==> config.mk <==
export PLATFORM = sky130hd
export DESIGN_NAME = serial_cfg_rom
export DESIGN_NICKNAME = d
export VERILOG_FILES = /design/src/rtl/cfg_rom_pkg.sv /design/src/rtl/cfg_rom_rst_norm.sv /design/src/rtl/cfg_rom_ptr.sv /design/src/rtl/cfg_rom_bits.sv /design/src/rtl/cfg_rom_seq.sv /design/src/rtl/serial_cfg_rom.sv
export SDC_FILE = /design/constraint.sdc
export NUM_CORES = 1
export LEC_CHECK = 0
export CAP_MARGIN = 0
export CORE_AREA = 2 2 39 41
export DETAILED_ROUTE_END_ITERATION = 8
export DIE_AREA = 0 0 41 43
export GPL_TIMING_DRIVEN = 0
export SYNTH_ARGS = -nofsm -noshare
export SYNTH_HDL_FRONTEND = slang
export SYNTH_SLANG_ARGS = --single-unit
==> constraint.sdc <==
create_clock -name clk -period 1.6 [get_ports clk]
set_input_delay 0.48 -clock clk [delete_from_list [all_inputs] [get_ports clk]]
set_output_delay 0.48 -clock clk [all_outputs]
set_load 0.005 [all_outputs]
==> src/rtl/cfg_rom_pkg.sv <==
package cfg_rom_pkg;

  // Sequencer states: bit 0 = driving the line, bit 1 = cascade raised
  typedef enum logic [1:0] {
    SEQ_IDLE = 2'b00,
    SEQ_SEND = 2'b01,
    SEQ_LAST = 2'b11,
    SEQ_GONE = 2'b10
  } seq_state_t;

  function automatic int unsigned ptr_width(input int unsigned depth);
    return (depth > 1) ? $clog2(depth) : 1;
  endfunction

endpackage

==> src/rtl/cfg_rom_rst_norm.sv <==
// Turns the raw reset pin into an active-high reset, using the chosen level
module cfg_rom_rst_norm #(
  parameter logic RST_LEVEL = 1'b1
) (
  input  logic rst_pin,
  output logic rst_act
);
  generate
    if (RST_LEVEL) begin : g_high
      assign rst_act = rst_pin;
    end else begin : g_low
      assign rst_act = ~rst_pin;
    end
  endgenerate
endmodule

==> src/rtl/cfg_rom_ptr.sv <==
// Read position counter; saturates at the final bit
module cfg_rom_ptr #(
  parameter int unsigned DEPTH  = 16,
  parameter int unsigned ADDR_W = 4
) (
  input  logic              clk,
  input  logic              rst_act,
  input  logic              step,
  output logic [ADDR_W-1:0] ptr,
  output logic              at_last
);
  localparam logic [ADDR_W-1:0] LAST_ADDR = ADDR_W'(DEPTH - 1);

  assign at_last = (ptr == LAST_ADDR);

  always_ff @(posedge clk) begin
    if (rst_act) begin
      ptr <= '0;
    end else if (step && !at_last) begin
      ptr <= ptr + 1'b1;
    end
  end
endmodule

==> src/rtl/cfg_rom_bits.sv <==
// Constant bit store with a registered read port (ROM inference friendly)
module cfg_rom_bits #(
  parameter int unsigned      DEPTH  = 16,
  parameter int unsigned      ADDR_W = 4,
  parameter logic [DEPTH-1:0] INIT   = '0
) (
  input  logic              clk,
  input  logic              rst_act,
  input  logic              rd_en,
  input  logic [ADDR_W-1:0] rd_addr,
  output logic              rd_bit
);
  logic store [DEPTH];

  generate
    for (genvar gi = 0; gi < DEPTH; gi++) begin : g_cell
      assign store[gi] = INIT[gi];
    end
  endgenerate

  always_ff @(posedge clk) begin
    if (rst_act) begin
      rd_bit <= 1'b0;
    end else if (rd_en) begin
      rd_bit <= store[rd_addr];
    end
  end
endmodule

==> src/rtl/cfg_rom_seq.sv <==
// Tracks whether this device is driving the line and when to pass control on
module cfg_rom_seq
  import cfg_rom_pkg::*;
(
  input  logic clk,
  input  logic rst_act,
  input  logic step,
  input  logic at_last,
  output logic drive_q,
  output logic cascade_q
);
  seq_state_t state, state_nx;

  always_comb begin
    state_nx = state;
    if (step) begin
      unique case (state)
        SEQ_IDLE: state_nx = at_last ? SEQ_LAST : SEQ_SEND;
        SEQ_SEND: state_nx = at_last ? SEQ_LAST : SEQ_SEND;
        SEQ_LAST: state_nx = SEQ_GONE;
        SEQ_GONE: state_nx = SEQ_GONE;
        default:  state_nx = SEQ_IDLE;
      endcase
    end
  end

  always_ff @(posedge clk) begin
    if (rst_act) begin
      state <= SEQ_IDLE;
    end else begin
      state <= state_nx;
    end
  end

  assign drive_q   = state[0];
  assign cascade_q = state[1];
endmodule

==> src/rtl/serial_cfg_rom.sv <==
module serial_cfg_rom #(
  parameter int unsigned      DEPTH     = 16,
  parameter logic [DEPTH-1:0] INIT      = 16'hC35A,
  parameter logic             RST_LEVEL = 1'b1
) (
  input  logic clk,
  input  logic rst_in,
  input  logic ce,
  output logic data_out,
  output logic data_oe,
  output logic ceo
);
  localparam int unsigned ADDR_W = cfg_rom_pkg::ptr_width(DEPTH);

  logic              rst_act;
  logic              step;
  logic              at_last;
  logic              drive_q;
  logic [ADDR_W-1:0] rd_ptr;

  cfg_rom_rst_norm #(.RST_LEVEL(RST_LEVEL)) u_rst (
    .rst_pin (rst_in),
    .rst_act (rst_act)
  );

  assign step = ce & ~rst_act;

  cfg_rom_ptr #(.DEPTH(DEPTH), .ADDR_W(ADDR_W)) u_ptr (
    .clk     (clk),
    .rst_act (rst_act),
    .step    (step),
    .ptr     (rd_ptr),
    .at_last (at_last)
  );

  cfg_rom_bits #(.DEPTH(DEPTH), .ADDR_W(ADDR_W), .INIT(INIT)) u_bits (
    .clk     (clk),
    .rst_act (rst_act),
    .rd_en   (step),
    .rd_addr (rd_ptr),
    .rd_bit  (data_out)
  );

  cfg_rom_seq u_seq (
    .clk       (clk),
    .rst_act   (rst_act),
    .step      (step),
    .at_last   (at_last),
    .drive_q   (drive_q),
    .cascade_q (ceo)
  );

  // Release of the shared line follows ce without waiting for an edge
  assign data_oe = drive_q & ce;
endmodule

-- After elaboration in Yosys (flattened, before gate mapping)
Memory sizes are Yosys's and may differ from the RTL's. A register that Yosys moved wholly into a read port is not among the register bits.
Index checks and enable logic that the tools add are counted.
- register bits after elaboration: 6
- latch bits: 0
- bits in writable memories: 0
- ROM bits: 16
- bits of input ports: 3
- logic and storage cells: 19
- memories: 1
- add/sub/neg operators: 1
- multiply operators: 0
- div/mod/pow operators: 0
- order comparisons: 0
- eq/ne operators: 4
- shift-type cells: 0
- muxes and demuxes: 2
- bitwise logic cells: 4
- reduce and logical (&&, ||, !) cells: 5
- memories (memory ; depth ; bits a word ; read ports ; clocked after Yosys merged registers in ; wr ports ; RTL line ; source):
    (name not given) ; 16 ; 1 ; 1 ; 1 ; 0 ; cfg_rom_bits.sv:25 ; rd_bit <= store[rd_addr];
- operators with widths (cell ; number):
    $not A4 Y5 ; 1
    $add A4 B1 Y4 const B ; 1
    $eq A2 B2 Y1 const B ; 2
    $eq A4 B4 Y1 const B ; 1
    $pmux W2 S2 ; 1
    $reduce_or A2 Y1 ; 2
    $and A1 B1 Y1 ; 2
    $eq A2 B1 Y1 const B ; 1
    $logic_not A2 Y1 ; 1
    $mux W2 ; 1
    $logic_and A1 B1 Y1 ; 1
    $logic_not A1 Y1 ; 1
    $not A1 Y1 ; 1

-- Depth between registers and ports, before layout
- depth in word-level cells: 3
- depth in mapped cells: 4
- depth with buffers taken out: 4

-- Cells and area by module
A second synthesis with hierarchy kept.
- cells, all modules: 36
- area total of the unflattened synthesis: 352.8 um2
- by module, submodules not included (module ; times used ; cells each ; area each (um2) ; sequential area each (um2)):
    cfg_rom_ptr ; 1 ; 20 ; 209.0 ; 80.1
    cfg_rom_seq ; 1 ; 6 ; 60.1 ; 40.0
    cfg_rom_bits ; 1 ; 7 ; 56.3 ; 20.0
    serial_cfg_rom ; 1 ; 2 ; 20.0 ; 0.0
    cfg_rom_rst_norm ; 1 ; 1 ; 7.5 ; 0.0

-- Worst setup path after synthesis
Ideal clock, no wire load.
- path type: reg-to-reg
- start: register u_ptr.ptr[0]
- end: register u_ptr.ptr[0]
- data arrival time: 1102 ps
- setup slack: 376 ps
- cell stages (with the launch flop): 4
- path buffers: 0
- period minus slack after synthesis: 1224 ps
- cells stage by stage: dfxtp_1 ha_1 a31oi_4 mux2_4
- word-level cells in the longest chain between the ends: 3
- elaborated cells between the ends (all ways): 4
- classes of those cells: add/sub: 1; eq/ne: 1; reduce/logical: 2
- ends and longest elaborated chain (what ; RTL line ; source):
    start: declaration ; cfg_rom_ptr.sv:9 ; output logic [ADDR_W-1:0] ptr,
    start signal: assignment ; cfg_rom_ptr.sv:20 ; ptr <= ptr + 1'b1;
    branches (longest 3 deep; another with $add A4 B1 Y4) ; -- ;
Several ways; the timed one is not identified.
A chain may end at the register's enable or synchronous reset.

-- Final worst setup path
- start: register u_seq.state[1]
- end: output ceo
- RTL lines (what ; RTL line ; source):
    start: declaration ; cfg_rom_seq.sv:12 ; seq_state_t state, state_nx;
    start signal: assignment ; cfg_rom_seq.sv:31 ; state <= state_nx;
    end: declaration ; serial_cfg_rom.sv:11 ; output logic ceo
No word-level cell between the ends.

==> out/results.tsv <==
metric	value	unit
Post-synth EDFFs	0	
skew final	0.00186	ns
DRT iter0 DRCs	4	
max cap viols	0	
Mapped Nets	41	
worst path cell trace	clkdlybuf4s50_1	
Boundary Pins	6	
Post-Syn Area	353	µm²
Cell Rows	14	
TritonCTS Sinks	7	
Routed WL	587	µm
Die Y	43	µm
nets	50	
Slew Viols, Final	0	
Yosys top cell by area	dfxtp_1	
Vias	276	
Syn Area/Cell	9.80	µm²
Longest Clk Path Bufs	2	
HPWL after detailed placement	436	µm
setup TNS	0	ns
highest clock rate	646	MHz
CTS buffer count	3	
Hold Crit Start	u_bits.rd_bit$_SDFFE_PP0P_	
register area share after synthesis	39.7	%
grt total ovfl	0	
Min Hold Slack	0.455	ns
gpl congestion	0.645	
Flop pwr share	47.7	%
CP max-delay cell	clkdlybuf4s50_1	
Netlist cell types	23	
final worst path period share	96.8	%
Post-synth top cells	dfxtp_1 (7), nand2_1 (3)	
combinational share of power	10.5	%
CTS tree	yes	
first-pass GRT wire length	966	µm
share of post-route cells with drive strength above 1	20.5	%
die area	1760	µm²
clk slew on worst S/H paths	0.06	ns
Vias per Instance	4.60	
PortBufs	4	
worst-path maximum fanout	2	
# setup viols final	0	
fin cells	60	
die width	41	µm
TritonRoute pass-1 iters	2	
unrepaired setup endpoints after global routing	no	
Setup crit start	u_seq.state[1]$_SDFFE_PP0P_	
crit end category	primary output	
most area-consuming cells after synthesis	dfxtp_1 (40%), ha_1 (7.1%), a31oi_4 (6.0%)	
met3 usage	4.71	%
Synth warnings	0	
total track usage	9.15	%
RR Startpoint	u_ptr.ptr[0]$_SDFFE_PP0P_	
core footprint	1380	µm²
final antenna-violating net count	0	
root buffer cell	clkbuf_4	
critical path type	reg -> out	
htree depth	1	
gr busiest metal	met4	
status	finished, final reports clean	
switching share of power	24.6	%
ys async rst share	0	%
# DRC	0	
Fin. Hold Viols	0	
most common cell in the synthesized netlist	dfxtp_1	
M1 GR Usage	9.06	%
Syn-to-layout area delta	24.5	%
CP arrival	1.07	ns
Psw	98.2	µW
largest net degree at the start of global routing	10	
DP Cell Count	56	
postcts setup bufs	0	
Max stage delay on crit path	0.49	ns
Worst VDD drop	236	µV
worst hold path class	reg -> reg	
clock power share	41.8	%
Int Power	301	µW
#FFs+latches synth	7	
Leakage	0.200	nW
worst path bufs/invs	1	
antenna violations before repair	0	
Rel. slew slack	73.7	%
delay-heaviest family, CP	buffers and inverters	
PwrDens	910	nW/µm²
effective utilization at floorplan	25.5	%
Hold-fix buffers, CTS	0	
# diodes	0	
CP required	1.12	ns
vias in the first global route	234	
worst slew pin tran	0.394	ns
Synth top area share	39.7	%
top_reg_cell synth	dfxtp_1	
Syn Inst Count	36	
minimum clock period after layout	1.55	ns
Routed WL per cell	9.78	µm
Power, Total	400	µW
clk_lat worst skew	0.26	ns
met2 Usage GRT	11.3	%
Setup crit start kind	flop	
## area by class of cell
cell class                 instances  area (µm²)
fill                             144         945
multi-input combinational         26         201
sequential                         7         141
timing repair buffer               4        38.8
clock buffer                       4        26.3
tap                               16        20.0
inverter                           2        7.51
buffer                             1        3.75
## metal layers
metal / up-vias / wire length [µm]
met5: - / 0
met4: 0 / 13
met3: 2 / 22
met2: 6 / 258
met1: 127 / 293
li1: 141 / -
## repair_timing
action	4_1_cts	5_1_grt
pin swaps	0	0
setup endpoints to repair	1	1
endpoints found under the hold margin	0	0
resized for setup	7	1
## worst register-to-register path, stage by stage (launching register included)
cell	delay, ns
dfxtp_1	0.35
ha_1	0.29
a31oi_4	0.24
mux2_4	0.31
## state kept, by name, summed over array words and instances, names as in the netlist
register,count
u_seq.state,2
u_ptr.ptr,4
u_bits.rd_bit,1
## power by group through the flow
stage / Combinational, mW / Sequential (mW) / Clock (mW)
after floorplan: 0.0303 / 0.193 / 0
after global placement: 0.0432 / 0.194 / 0
after detailed placement: 0.0447 / 0.194 / 0
after CTS: 0.0432 / 0.191 / 0.173
after global routing: 0.0480 / 0.191 / 0.186
final: 0.0418 / 0.191 / 0.167
## per-stage QoR
stage | cell area, µm² | setup slack (ns) | utilization (%)
after global placement | 413 | -0.609 | 29.8
after detailed placement | 413 | -0.595 | 29.8
after CTS | 437 | 0.0387 | 31.6
after floorplan | 353 | 0.376 | -
after global routing | 439 | 0.00250 | 31.7
final | 439 | 0.0513 | 31.7
## final timing paths
path	end	slack (ns)	cells after the start
worst max-delay path	ceo	0.05	1
worst min-delay path	u_bits.rd_bit$_SDFFE_PP0P_	0.46	2
worst max register to register	u_ptr.ptr[0]$_SDFFE_PP0P_	0.31	3
worst min register to register	u_bits.rd_bit$_SDFFE_PP0P_	0.46	2
## kinds of logic after synthesis
group,Yosys count,share of synthesized area (%)
XOR/XNOR,1,2.48
flip-flops,7,39.7
AND/OR/NAND/NOR,13,20.2
adder cells (fa/ha/maj),2,7.09
AO/OA/AOI/OAI,7,17.4
multiplexers,3,9.93
buffers and inverters,3,3.19
## layout by cell type, fill, tap and decap left out, drive strengths merged
cell and instances:
dfxtp 7, nor2 2, nor2b 1, nand2 3, and4b 1, dlygate4sd2 1
and2 1, clkdlybuf4s50 1, nand4 1, mux2i 2, nand2b 2, dlymetal6s2s 1
mux2 1, o21a 1, inv 2, clkbuf 5, buf 1, xor2 1
ha 2, a31oi 2, and3 1, a21oi 3, nor3 1, o211ai 1
Note: power is estimated with default switching activity, not from simulation.
